==> src/rtl/tg_pkg.sv <==
package tg_pkg;
  localparam int RND_W = 16;

  typedef struct packed {
    logic load;   // capture a new descriptor
    logic drop;   // arrival lost, slot busy
  } tg_strobe_t;
endpackage

==> src/rtl/tg_lfsr.sv <==
module tg_lfsr #(
  parameter int          W    = 16,
  parameter logic [15:0] TAPS = 16'hB400,
  parameter logic [15:0] SALT = 16'hACE1
) (
  input  logic         clk,
  input  logic         rst,
  input  logic [W-1:0] seed,
  output logic [W-1:0] value
);
  logic [W-1:0] mixed;
  assign mixed = seed ^ SALT[W-1:0];

  always_ff @(posedge clk) begin
    if (rst)           value <= (mixed == '0) ? W'(1) : mixed;
    else if (value[0]) value <= (value >> 1) ^ TAPS[W-1:0];
    else               value <= value >> 1;
  end
endmodule

==> src/rtl/tg_ctrl.sv <==
module tg_ctrl
  import tg_pkg::*;
(
  input  logic             clk,
  input  logic             rst,
  input  logic             burstMode,
  input  logic [RND_W-1:0] arrRnd,
  input  logic [RND_W-1:0] swRnd,
  input  logic [RND_W-1:0] arrThr,
  input  logic [RND_W-1:0] onThr,
  input  logic [RND_W-1:0] offThr,
  input  logic             pktReady,
  output logic             pktValid,
  output logic             onState,
  output tg_strobe_t       strobe
);
  logic onEff, arrival, slotFree;

  assign onEff    = !burstMode || onState;
  assign arrival  = onEff && (arrRnd <= arrThr);
  assign slotFree = !pktValid || pktReady;

  always_comb begin
    strobe.load = arrival && slotFree;
    strobe.drop = arrival && !slotFree;
  end

  always_ff @(posedge clk) begin
    if (rst)             onState <= 1'b1;
    else if (!burstMode) onState <= 1'b1;
    else if (onState)    onState <= !(swRnd <= offThr);
    else                 onState <= (swRnd <= onThr);
  end

  always_ff @(posedge clk) begin
    if (rst)              pktValid <= 1'b0;
    else if (strobe.load) pktValid <= 1'b1;
    else if (pktReady)    pktValid <= 1'b0;
  end


  hold_valid_chk: assert property (@(posedge clk) disable iff (rst)
    pktValid && !pktReady |=> pktValid);

  smooth_on_chk: assert property (@(posedge clk) disable iff (rst)
    !burstMode |=> onState);

  off_quiet_chk: assert property (@(posedge clk) disable iff (rst)
    $rose(pktValid) |-> $past(onState || !burstMode));

  full_rate_chk: assert property (@(posedge clk) disable iff (rst)
    (arrThr == '1) && onEff && slotFree |=> pktValid);
endmodule

==> src/rtl/tg_datapath.sv <==
module tg_datapath
  import tg_pkg::*;
#(
  parameter int N       = 6,
  parameter int NODE_ID = 0,
  parameter int DUR_W   = 8,
  parameter int CNT_W   = 16,
  localparam int DST_W  = (N > 1) ? $clog2(N) : 1
) (
  input  logic             clk,
  input  logic             rst,
  input  tg_strobe_t       strobe,
  input  logic [RND_W-1:0] dstRnd,
  input  logic [RND_W-1:0] durRnd,
  input  logic [RND_W-1:0] durThr,
  input  logic             pktValid,
  input  logic             pktReady,
  output logic [DST_W-1:0] pktSrc,
  output logic [DST_W-1:0] pktDst,
  output logic [DUR_W-1:0] pktDur,
  output logic [CNT_W-1:0] dropCount
);
  localparam int PROD_W = RND_W + DST_W + 1;

  logic [DUR_W-1:0]  durCnt;
  logic [PROD_W-1:0] scaled;
  logic [DST_W-1:0]  dstPick;

  // scale the random value into 0..N-1 by multiply and keep the high part
  assign scaled  = PROD_W'(dstRnd) * PROD_W'(N);
  assign dstPick = scaled[RND_W +: DST_W];
  assign pktSrc  = DST_W'(NODE_ID);

  always_ff @(posedge clk) begin
    if (rst)                  durCnt <= DUR_W'(1);
    else if (durRnd <= durThr) durCnt <= DUR_W'(1);
    else if (durCnt != '1)    durCnt <= durCnt + 1'b1;
  end

  always_ff @(posedge clk) begin
    if (rst) begin
      pktDst <= '0;
      pktDur <= DUR_W'(1);
    end else if (strobe.load) begin
      pktDst <= dstPick;
      pktDur <= durCnt;
    end
  end

  always_ff @(posedge clk) begin
    if (rst)                                 dropCount <= '0;
    else if (strobe.drop && dropCount != '1) dropCount <= dropCount + 1'b1;
  end


  dst_range_chk: assert property (@(posedge clk) disable iff (rst)
    pktValid |-> (pktDst < DST_W'(N)));

  dur_nonzero_chk: assert property (@(posedge clk) disable iff (rst)
    pktValid |-> (pktDur != '0));

  desc_stable_chk: assert property (@(posedge clk) disable iff (rst)
    pktValid && !pktReady |=> $stable(pktDst) && $stable(pktDur));

  drop_count_chk: assert property (@(posedge clk) disable iff (rst)
    strobe.drop && (dropCount != '1) |=> dropCount == $past(dropCount) + 1'b1);
endmodule

==> src/rtl/traffic_gen.sv <==
module traffic_gen
  import tg_pkg::*;
#(
  parameter int N       = 6,
  parameter int NODE_ID = 2,
  parameter int DUR_W   = 8,
  parameter int CNT_W   = 16,
  localparam int DST_W  = (N > 1) ? $clog2(N) : 1
) (
  input  logic             clk,
  input  logic             rst,
  input  logic [15:0]      seed,
  input  logic             burstMode,
  input  logic [15:0]      arrThr,
  input  logic [15:0]      onThr,
  input  logic [15:0]      offThr,
  input  logic [15:0]      durThr,
  input  logic             pktReady,
  output logic             pktValid,
  output logic [DST_W-1:0] pktSrc,
  output logic [DST_W-1:0] pktDst,
  output logic [DUR_W-1:0] pktDur,
  output logic [CNT_W-1:0] dropCount,
  output logic             burstOn
);
  localparam int NSTREAM = 4;  // 0 arrival, 1 on/off switch, 2 destination, 3 duration

  logic [RND_W-1:0] rnd [NSTREAM];
  tg_strobe_t       strobe;

  for (genvar i = 0; i < NSTREAM; i++) begin : g_rnd
    tg_lfsr #(
      .W   (RND_W),
      .TAPS(16'hB400),
      .SALT(16'hACE1 ^ 16'(i * 16'h3B97))
    ) u_lfsr (
      .clk  (clk),
      .rst  (rst),
      .seed (seed),
      .value(rnd[i])
    );
  end

  tg_ctrl u_ctrl (
    .clk      (clk),
    .rst      (rst),
    .burstMode(burstMode),
    .arrRnd   (rnd[0]),
    .swRnd    (rnd[1]),
    .arrThr   (arrThr),
    .onThr    (onThr),
    .offThr   (offThr),
    .pktReady (pktReady),
    .pktValid (pktValid),
    .onState  (burstOn),
    .strobe   (strobe)
  );

  tg_datapath #(
    .N      (N),
    .NODE_ID(NODE_ID),
    .DUR_W  (DUR_W),
    .CNT_W  (CNT_W)
  ) u_dp (
    .clk      (clk),
    .rst      (rst),
    .strobe   (strobe),
    .dstRnd   (rnd[2]),
    .durRnd   (rnd[3]),
    .durThr   (durThr),
    .pktValid (pktValid),
    .pktReady (pktReady),
    .pktSrc   (pktSrc),
    .pktDst   (pktDst),
    .pktDur   (pktDur),
    .dropCount(dropCount)
  );
endmodule

==> config.mk <==
export PLATFORM = sky130hd
export DESIGN_NAME = traffic_gen
export DESIGN_NICKNAME = d
export VERILOG_FILES = /design/src/rtl/tg_pkg.sv /design/src/rtl/tg_lfsr.sv /design/src/rtl/tg_ctrl.sv /design/src/rtl/tg_datapath.sv /design/src/rtl/traffic_gen.sv
export SDC_FILE = /design/constraint.sdc
export NUM_CORES = 1
export LEC_CHECK = 0
export ABC_CLOCK_PERIOD_IN_PS = 6300
export CELL_PAD_IN_SITES_DETAIL_PLACEMENT = 0
export CELL_PAD_IN_SITES_GLOBAL_PLACEMENT = 2
export CORE_ASPECT_RATIO = 1.75
export CORE_MARGIN = 10
export CORE_UTILIZATION = 41
export CTS_CLUSTER_DIAMETER = 60
export CTS_CLUSTER_SIZE = 14
export DETAILED_ROUTE_END_ITERATION = 8
export DONT_BUFFER_PORTS = 1
export PLACE_DENSITY = 0.89
export SKIP_LAST_GASP = 1
export SLEW_MARGIN = 20
export SYNTH_ARGS = -nofsm -noshare
export SYNTH_HDL_FRONTEND = slang
export SYNTH_SLANG_ARGS = --single-unit
==> constraint.sdc <==
create_clock -name clk -period 6.3 [get_ports clk]
set_clock_uncertainty 0.2 [all_clocks]
set_input_delay 0.63 -clock clk [delete_from_list [all_inputs] [get_ports clk]]
set_output_delay 0.63 -clock clk [all_outputs]
set_load 0.01 [all_outputs]
---- After elaboration in Yosys (flattened, before gate mapping) ----
Cells that the tools add are included.
cells by class
  add/sub/neg operators ................... 2
  $mul .................................... 1
  divide/modulo/power cells ............... 0
  order comparisons ....................... 4
  equality and inequality tests ........... 2
  shifts and indexed selects .............. 0
  muxes and demuxes ....................... 15
  bitwise operators ....................... 9
  reductions and logical operators ........ 17
operator list
  operator                                                              number
  16-bit two-way mux                                                    12
  16-bit <= comparator                                                  4
  16-bit zero test                                                      4
  16-bit by 2-bit multiplier with 18-bit output, second input constant  1
  16-bit by 1-bit adder with 16-bit output, second input constant       1
  16-bit != test, second input constant                                 1
  3-bit inverter with 4-bit output                                      4
  12-bit inverter                                                       1
  10-bit inverter                                                       1
  8-bit by 1-bit adder with 8-bit output, second input constant         1
  8-bit != test, second input constant                                  1
  8-bit inverter                                                        1
  6-bit inverter                                                        1
  1-bit logical AND                                                     4
  1-bit zero test                                                       4
  2-bit OR reduction                                                    2
  1-bit two-way mux                                                     3
  1-bit logical OR                                                      2
  2-bit nonzero test                                                    1
  1-bit inverter                                                        1
storage, ports and cells
  bits in registers ....................... 101
  bits in latches ......................... 0
  bits in writable memories ............... 0
  memory bits (read-only) ................. 0
  bits of input ports ..................... 84
  output and inout port bits .............. 32
  memories kept ........................... 0

---- Longest topological paths before layout ----
Gate-level depths: netlist (run 1).
  word-level depth ........................ 5
  depth in mapped cells ................... 12

---- By module ----
A second synthesis (run 1) with hierarchy kept.
second synthesis, totals
  cell total of the unflattened synthesis .. 652
  area total of the unflattened synthesis .. 5,930.7 µm²
modules (own cells, without submodules)
  module                     instances  cells an instance  area an instance (µm²)  seq. area each (µm²)
  tg_datapath                1          261                2,243.4                 700.7
  tg_ctrl                    1          178                1,293.7                 40.0
  tg_lfsr (g_rnd[3].u_lfsr)  1          51                 603.1                   320.3
  tg_lfsr (g_rnd[2].u_lfsr)  1          56                 600.6                   320.3
  tg_lfsr (g_rnd[0].u_lfsr)  1          51                 596.8                   320.3
  tg_lfsr (g_rnd[1].u_lfsr)  1          55                 593.1                   320.3

---- Worst setup path after synthesis (run 1) ----
Ideal clock, no wire load.
  kind .................................... input -> register
  start ................................... input port arrThr[10]
  end ..................................... register u_dp.pktDur[2]
  arrival time ............................ 2.436 ns
  setup slack ............................. 3.536 ns
  stages .................................. 11
  path buffers ............................ 2
  cells stage by stage .................... inv_1 > ha_1 > a21oi_1 > nand2_1 > o311a_1 > o31ai_4 > and2_1 > buf_6 > buf_8 > mux2i_1 > nor2_1
on the way
  word-level cells in the longest chain between the ends .. 3
ends and longest elaborated chain
  element               line               text
  start, declared       traffic_gen.sv:14  input logic [15:0] arrThr,
  16-bit <= comparator  tg_ctrl.sv:20      assign arrival = onEff && (arrRnd <= arrThr);
  1-bit logical AND     tg_ctrl.sv:20
  1-bit logical AND     tg_ctrl.sv:24      strobe.load = arrival && slotFree;
  end signal, assigned  tg_datapath.sv:46  pktDur <= durCnt;
  end, declared         tg_datapath.sv:20  output logic [DUR_W-1:0] pktDur,
Every way passes these cells.
A chain may end at the register's enable or synchronous reset.

---- Final worst setup path (run 1) ----
  start ................................... register g_rnd[0].u_lfsr.value[10]
  end ..................................... register u_dp.pktDur[0]
on the way
  word-level cells in the longest chain between the ends .. 3
ends and longest elaborated chain
  element                 line           text
  start, declared         tg_lfsr.sv:9   output logic [W-1:0] value
  start signal, assigned  tg_lfsr.sv:15  if (rst) value <= (mixed == '0) ? W'(1) : mixed;
  start signal, assigned  tg_lfsr.sv:16  else if (value[0]) value <= (value >> 1) ^ TAPS[W-1:0];
  start signal, assigned  tg_lfsr.sv:17  else value <= value >> 1;
  16-bit <= comparator    tg_ctrl.sv:20
  1-bit logical AND       tg_ctrl.sv:20
  1-bit logical AND       tg_ctrl.sv:24
Every way passes these cells.

==> results by group, run 1 <==
Floorplan
  – Cell Rows: 57
  – Die W: 110 um
  – Area of the core: 13900 um2
  – Starting utilization of the core area: 0.417
  – Overall die height: 177 um
  – I/O pin cnt: 116
  – DIE AREA: 19500 um2

Synthesis
  – Prevailing post-synth register cell: sky130_fd_sc_hd__dfxtp_1
  – Post-synthesis sequential area ratio: 0.349
  – Async S/R FF share, synth: 0
  – YS warnings: 0
  – Avg Synthesized Cell Area: 8.58 um2
  – Number of storage elements in the synthesis netlist: 101
  – Synth Cell Area: 5800 um2
  – Post-synthesis cell type count: 55
  – Number of enable-type register cells in the synthesized netlist: 0
  – Count of mapped cells out of synthesis: 676

Setup path
  – Slowest CP cell: sky130_fd_sc_hd__and2_1
  – Startpoint type of the worst setup path: flop
  – Worst path required time: 6.33 ns
  – Worst path buffer plus inverter count: 0
  – Worst path max stage delay: 0.73 ns
  – Cell type group with the largest total delay on the critical path: compound AO/OA/AOI/OAI gates
  – Register-to-register setup slack: 3.05 ns
  – Largest driver fanout on the critical path: 15
  – Crit-path cells: ha_1 -> a21oi_1 -> nand2_1 -> o311a_1 -> o31ai_4 -> and2_1 -> nor2b_1 -> a211o_1
  – Crit Reg-Reg Startpoint: g_rnd[0].u_lfsr.value[10]
  – WP data arrival: 3.28 ns
  – Kind of end point of the critical path: flop
  – Launching instance or port of the critical path: g_rnd[0].u_lfsr.value[10]
  – Worst setup path class: flop to flop

Cells and area
  – Final std cells w/o fill: 850
  – Commonest cells after routing, fill and taps aside: sky130_fd_sc_hd__inv_1, sky130_fd_sc_hd__dfxtp_1, sky130_fd_sc_hd__ha_1
  – Share of post-route cells with drive strength above 1: 0.0491
  – Utilization after layout: 0.446
  – Most frequent standard cell in the layout excluding fill and tap cells: sky130_fd_sc_hd__inv_1
  – Area overhead of the layout relative to synthesis: 6.84%
  – Number of nets in the layout: 833

Clock network
  – Clock sink total: 101
  – Worst skew pair latency: 0.34 ns
  – CTS-repair resized insts: 0
  – CTS H-tree lvls: 3
  – Maximum count of clock buffers along a single path: 2
  – Clock tree root buffer cell: sky130_fd_sc_hd__clkbuf_16
  – Number of clock buffers inserted by TritonCTS: 9
  – TritonCTS clock tree: done
  – Worst-path clk slew: 0.07 ns
  – Post-CTS Hold Buffers: 0
  – Number of buffers inserted to repair setup after CTS: 0

GRT
  – Maximum number of pins on one net before global-route repair: 118
  – Total congestion overflow after global routing: 0
  – Via count of the first global-routing pass: 4721
  – Wire length of the first global-routing pass: 23.7 mm
  – Total routing usage reported by global routing: 0.155
  – Number of antenna violations at the first check in global routing: 1

Timing
  – Period utilization: 0.516
  – Period minus WS final: 3.25 ns
  – Relative slew slack: 0.483
  – RSZ-0062 raised after global routing: no
  – Setup TNS: 0 ns
  – Total of endpoints with negative setup slack in the final report: 0
  – Tightest hold margin: 0.149 ns
  – Endpoints failing hold: 0
  – Actual slew at the worst max-slew pin: 0.775 ns
  – Maximum frequency from static timing analysis: 0.308 GHz
  – Number of max-slew violations in the final report: 0

Route
  – Iter 0 DRT Violations: 150
  – Number of remaining DRC errors: 0
  – Vias: 4499
  – Number of optimization iterations in the first detailed-route pass: 4
  – Routed wire per std cell: 17.6 um
  – Antenna-violating nets left: 0
  – Via-to-Cell Ratio: 5.29
  – Total wire length after detailed routing: 14.9 mm

Place
  – Port buffer count: 0
  – Number of instances in the placed design: 833
  – Half-perimeter wire length after detailed placement: 12.2 mm
  – GP Congestion: 0.846

Hold path
  – Hold_sp: rst
  – Worst hold path type: input pin to flop

Power
  – Worst supply voltage drop on vdd: 0.173 mV
  – Total Power Consumption: 0.00155 W
  – PwrDens: 249 nW/um2
  – P_leak: 2.95 nW

Status
  – Status: finished, final reports clean

Run
  – Total of max-cap violations: 0
[final timing paths]
check                                            endpoint  cells after the start
worst min register to register  g_rnd[3].u_lfsr.value[11]                      2
worst max-delay path                       u_dp.pktDur[0]                      8
worst min-delay path                    u_dp.dropCount[8]                      1
worst max register to register             u_dp.pktDur[0]                      8
[synthesized netlist by cell type (2+ instances only)]
| cell type | n | share of area |
|---|---|---|
| sky130_fd_sc_hd__a211o_1 | 2 | 0.0030 |
| sky130_fd_sc_hd__a211oi_1 | 2 | 0.0026 |
| sky130_fd_sc_hd__a211oi_2 | 3 | 0.0065 |
| sky130_fd_sc_hd__a21o_1 | 13 | 0.017 |
| sky130_fd_sc_hd__a21oi_1 | 33 | 0.028 |
| sky130_fd_sc_hd__a31oi_1 | 3 | 0.0032 |
| sky130_fd_sc_hd__and2_1 | 3 | 0.0032 |
| sky130_fd_sc_hd__and3_1 | 4 | 0.0043 |
| sky130_fd_sc_hd__and4_1 | 2 | 0.0030 |
| sky130_fd_sc_hd__buf_4 | 3 | 0.0039 |
| sky130_fd_sc_hd__clkbuf_1 | 15 | 0.0097 |
| sky130_fd_sc_hd__conb_1 | 2 | 0.0013 |
| sky130_fd_sc_hd__dfxtp_1 | 101 | 0.35 |
| sky130_fd_sc_hd__ha_1 | 82 | 0.18 |
| sky130_fd_sc_hd__inv_1 | 106 | 0.069 |
| sky130_fd_sc_hd__mux2_2 | 5 | 0.0097 |
| sky130_fd_sc_hd__mux2i_1 | 13 | 0.022 |
| sky130_fd_sc_hd__nand2_1 | 24 | 0.016 |
| sky130_fd_sc_hd__nand2b_1 | 14 | 0.015 |
| sky130_fd_sc_hd__nand3_1 | 17 | 0.015 |
| sky130_fd_sc_hd__nand4_1 | 25 | 0.027 |
| sky130_fd_sc_hd__nand4b_1 | 3 | 0.0045 |
| sky130_fd_sc_hd__nor2_1 | 50 | 0.032 |
| sky130_fd_sc_hd__nor2_2 | 2 | 0.0022 |
| sky130_fd_sc_hd__nor2b_1 | 10 | 0.011 |
| sky130_fd_sc_hd__nor3_1 | 8 | 0.0069 |
| sky130_fd_sc_hd__nor3b_1 | 2 | 0.0026 |
| sky130_fd_sc_hd__nor4_1 | 2 | 0.0022 |
| sky130_fd_sc_hd__o211ai_1 | 5 | 0.0065 |
| sky130_fd_sc_hd__o21a_1 | 13 | 0.017 |
| sky130_fd_sc_hd__o21ai_0 | 53 | 0.046 |
| sky130_fd_sc_hd__o21ai_1 | 2 | 0.0017 |
| sky130_fd_sc_hd__or2_2 | 2 | 0.0022 |
| sky130_fd_sc_hd__or3_1 | 3 | 0.0032 |
| sky130_fd_sc_hd__xnor2_1 | 7 | 0.011 |
| sky130_fd_sc_hd__xor2_1 | 23 | 0.035 |
[per-layer routing]
metal  vias to the layer above  track usage  wire (um)
li1                       2289            -          -
met1                      2074        0.154       5510
met2                       123        0.281       7780
met3                        13       0.0643       1440
met4                         0       0.0452        198
met5                         -            0          0
[power by group]
| group | internal [W] | switching [W] |
|---|---|---|
| Sequential | 0.000693 | 0.0000547 |
| Clock | 0.000279 | 0.000240 |
| Combinational | 0.000131 | 0.000148 |
[registers in the layout, indices dropped and copies added, names as in the netlist]
| signal | flops |
|---|---|
| g_rnd.u_lfsr.value | 64 |
| u_dp.dropCount | 16 |
| u_dp.durCnt | 8 |
| u_dp.pktDur | 8 |
| u_dp.pktDst | 3 |
| u_ctrl.onState | 1 |
| u_ctrl.pktValid | 1 |
[cell families after synthesis]
logic type / after synthesis / share of synthesized area
AO/OA/AOI/OAI: 138 / 0.147
XOR/XNOR: 30 / 0.0453
adder cells (fa/ha/maj): 82 / 0.177
buffers and inverters: 127 / 0.0876
flip-flops: 101 / 0.349
multiplexers: 18 / 0.0321
other: 2 / 0.00129
AND/OR/NAND/NOR: 178 / 0.162
[through the flow]
stage | setup WS, ns | area, um2
6_report | 3.05 | 6200
5_1_grt | 2.84 | 6190
4_1_cts | 3.02 | 6190
3_5_place_dp | 2.68 | 5920
3_3_place_gp | 2.77 | 5920
2_1_floorplan | 3.54 | 5800
[area by class of cell]
cell class / instances / area, um2
multi-input combinational: 449 / 3270
fill: 1417 / 7710
clock buffer: 11 / 243
antenna: 1 / 2.50
tap: 177 / 221
sequential: 101 / 2020
clock inverter: 5 / 36.3
inverter: 106 / 398
Note: power is estimated with default switching activity, not from simulation.
==> run 2: changes to the inputs <==
- ABC_AREA: unset -> 1
- ABC_CLOCK_PERIOD_IN_PS: 6300 -> 2900
- CORE_UTILIZATION: 41 -> 32
- PLACE_DENSITY: 0.89 -> 0.8
- clock period: 6.3 -> 2.9 ns (I/O delays scaled with it)
==> results by group, run 2 <==
Setup path
  – Kind of end point of the critical path: flop
  – Largest driver fanout on the critical path: 3
  – Worst path required time: 2.98 ns
  – Crit-path cells: dlygate4sd3_1 -> nor4_1 -> dlygate4sd3_1 -> nand4_1 -> dlygate4sd3_1 -> a21oi_1
  – Worst path buffer plus inverter count: 3
  – Cell type group with the largest total delay on the critical path: buffers and inverters
  – Slowest CP cell: sky130_fd_sc_hd__dlygate4sd3_1
  – Worst setup path class: input pin to flop
  – Crit path top cell by count: sky130_fd_sc_hd__dlygate4sd3_1
  – WP data arrival: 2.54 ns
  – Startpoint type of the worst setup path: input pin
  – Worst path max stage delay: 0.61 ns

GRT
  – Total congestion overflow after global routing: 0
  – Maximum number of pins on one net before global-route repair: 36
  – Total routing usage reported by global routing: 0.144
  – Number of antenna violations at the first check in global routing: 0
  – Via count of the first global-routing pass: 5628
  – Wire length of the first global-routing pass: 29.6 mm

Timing
  – Tightest hold margin: -0.00104 ns
  – Total of endpoints with negative setup slack in the final report: 0
  – Period utilization: 0.846
  – Period minus WS final: 2.45 ns
  – Maximum frequency from static timing analysis: 0.408 GHz
  – RSZ-0062 raised after global routing: no
  – Setup TNS: 0 ns
  – Number of max-slew violations in the final report: 0
  – Endpoints failing hold: 1
  – Relative slew slack: 0.635
  – Actual slew at the worst max-slew pin: 0.547 ns

Synthesis
  – Avg Synthesized Cell Area: 7.04 um2
  – Post-synthesis adder-cell area fraction: 0.165
  – Most used standard cells in the synthesized netlist: sky130_fd_sc_hd__nand2_1, sky130_fd_sc_hd__inv_1, sky130_fd_sc_hd__dfxtp_1
  – Combinational family with the most area after synthesis: simple AND/OR/NAND/NOR gates
  – Most instantiated library cell after synthesis: sky130_fd_sc_hd__nand2_1
  – Top cell type by total area after synthesis: sky130_fd_sc_hd__dfxtp_1
  – YS warnings: 0
  – Prevailing post-synth register cell: sky130_fd_sc_hd__dfxtp_1
  – Area share of the largest cell type after synthesis: 0.325
  – Synth Cell Area: 6230 um2
  – Number of storage elements in the synthesis netlist: 101
  – Post-synthesis cell type count: 38
  – Post-synthesis sequential area ratio: 0.325
  – Leading cell types by total area after synthesis: sky130_fd_sc_hd__dfxtp_1, sky130_fd_sc_hd__ha_1, sky130_fd_sc_hd__nand2_1
  – Async S/R FF share, synth: 0
  – Number of enable-type register cells in the synthesized netlist: 0
  – Count of mapped cells out of synthesis: 885
  – Simple-gate area share of the yosys netlist: 0.285
  – Parity-gate share of the synthesized area counting xor and xnor cells: 0.00985
  – Mux contribution to synthesized area: 0
  – Compound-Gate Fraction of Synth Area: 0.106

Power
  – Share of power burned in the clock network: 0.339
  – PwrDens: 503 nW/um2
  – Share of total power in combinational logic: 0.199
  – Switching share of power: 0.321
  – Cell internal power dissipation: 0.00238 W
  – P_leak: 3.50 nW
  – Worst supply voltage drop on vdd: 0.263 mV
  – Share of total power in sequential cells: 0.462
  – Total net switching power: 0.00113 W

Cells and area
  – Register with the most flip-flops: g_rnd.u_lfsr.value
  – Largest register FFs: 64
  – Number of filler instances in the final layout: 2094
  – Utilization after layout: 0.365
  – Commonest cells after routing, fill and taps aside: sky130_fd_sc_hd__nand2_1, sky130_fd_sc_hd__inv_1, sky130_fd_sc_hd__dfxtp_1
  – Reg area: 2020 um2
  – Most frequent standard cell in the layout excluding fill and tap cells: sky130_fd_sc_hd__nand2_1
  – Area overhead of the layout relative to synthesis: 12.0%
  – Largest registers in the final layout: g_rnd.u_lfsr.value: 64 flops, u_dp.dropCount: 16 flops
  – Share of post-route cells with drive strength above 1: 0.0517
  – Diode count: 0
  – Area of the multi-input gates: 3530 um2
  – Final std cells w/o fill: 1150
  – Fin area: 6980 um2
  – Number of nets in the layout: 1070

Route
  – Routed wire per std cell: 16.4 um
  – Iter 0 DRT Violations: 274
  – Number of optimization iterations in the first detailed-route pass: 4
  – Via-to-Cell Ratio: 4.78
  – Amount of wire on met3 after detailed routing: 884 um
  – Antenna-violating nets left: 0
  – Wire length the detailed router placed on met1: 6.91 mm
  – Total wire length after detailed routing: 18.8 mm
  – Number of remaining DRC errors: 0
  – Vias: 5499
  – Met2 Routed Length: 10.5 mm
  – Highest layer used for signal routing: met4

Place
  – Total cell area at the placement stage: 6440 um2
  – Port buffer count: 0
  – Half-perimeter wire length after detailed placement: 15.0 mm
  – GP Congestion: 0.863
  – Number of instances in the placed design: 1111

Floorplan
  – I/O pin cnt: 116
  – Cell Rows: 67
  – DIE AREA: 25700 um2
  – Die W: 125 um
  – Starting utilization of the core area: 0.326
  – Overall die height: 205 um
  – Area of the core: 19100 um2

Clock network
  – Maximum count of clock buffers along a single path: 2
  – Number of clock buffers inserted by TritonCTS: 9
  – Clock tree root buffer cell: sky130_fd_sc_hd__clkbuf_16
  – CTS H-tree lvls: 3
  – Clock sink total: 101
  – CTS-repair resized insts: 0
  – Worst skew pair latency: 0.35 ns
  – Worst-path clk slew: 0.08 ns
  – TritonCTS clock tree: done

Status
  – Failing checks: negative hold slack
  – Status: finished, violations left

Run
  – Total of max-cap violations: 0

Hold path
  – Worst hold path type: input pin to flop
## run 2: cell types whose count changed in the layout (fill, tap and decap cells not counted), sizes merged, moves of 13 or more
cell / change
a21oi: +30
dlygate4sd3: +22
inv: +45
mux2i: -13
nand2: +207
nand2b: -14
nand3: +14
nor2: +26
xor2: -20
## run 2: final timing paths
path,start,end,slack (ns),cells past startpoint
max,seed[8],g_rnd[3].u_lfsr.value[0],0.45,6
min,seed[2],g_rnd[0].u_lfsr.value[2],-0.001,2
max reg2reg,g_rnd[0].u_lfsr.value[7],u_dp.pktDur[5],0.71,11
min reg2reg,g_rnd[3].u_lfsr.value[4],g_rnd[3].u_lfsr.value[3],0.26,2
## run 2: timing repair
item,in CTS,in global routing
buffers inserted,0,0
hold endpoints to repair,51,4
hold buffers,19,4
## run 2: worst reg2reg max path, delay by kind of cell (launching register included)
family	cells	cell delay (ns)
and+or+nand+nor	7	0.78
DFF	1	0.33
adders and majority gates	1	0.29
AOI/OAI and AO/OA	2	0.29
buffers and inverters	1	0.21
## run 2: kinds of logic after synthesis
kind of cell / Yosys count
DFF: 101
buffers and inverters: 168
adders and majority gates: 82
other: 2
AOI/OAI and AO/OA: 125
xor gates and xnor gates: 7
and+or+nand+nor: 400
## run 2: final cells by class
class / instances / share of cell area
Multi-Input combinational cell: 617 / 0.507
Sequential cell: 101 / 0.290
Inverter: 148 / 0.0796
Tap cell: 241 / 0.0432
Timing Repair Buffer: 27 / 0.0387
Clock buffer: 9 / 0.0323
Clock inverter: 7 / 0.00951
## run 2: power groups by stage
stage	sequential [W]	clock [W]	combinational (W)
final	0.00162	0.00119	0.000697
after floorplan	0.00161	0	0.000539
after global routing	0.00164	0.00127	0.000825
after detailed placement	0.00166	0	0.000664
after CTS	0.00163	0.00122	0.000704
after global placement	0.00166	0	0.000662
## run 2: metal layers
metal / track usage / up-vias
li1: - / 2893
met1: 0.138 / 2466
met2: 0.285 / 117
met3: 0.0329 / 23
met4: 0.0553 / 0
met5: 0 / -
## run 2: through the flow
stage	power, W	setup WS [ns]
after floorplan	0.00215	1.03
after global placement	0.00232	0.710
after detailed placement	0.00232	0.691
after CTS	0.00355	0.460
after global routing	0.00374	0.386
final	0.00351	0.446
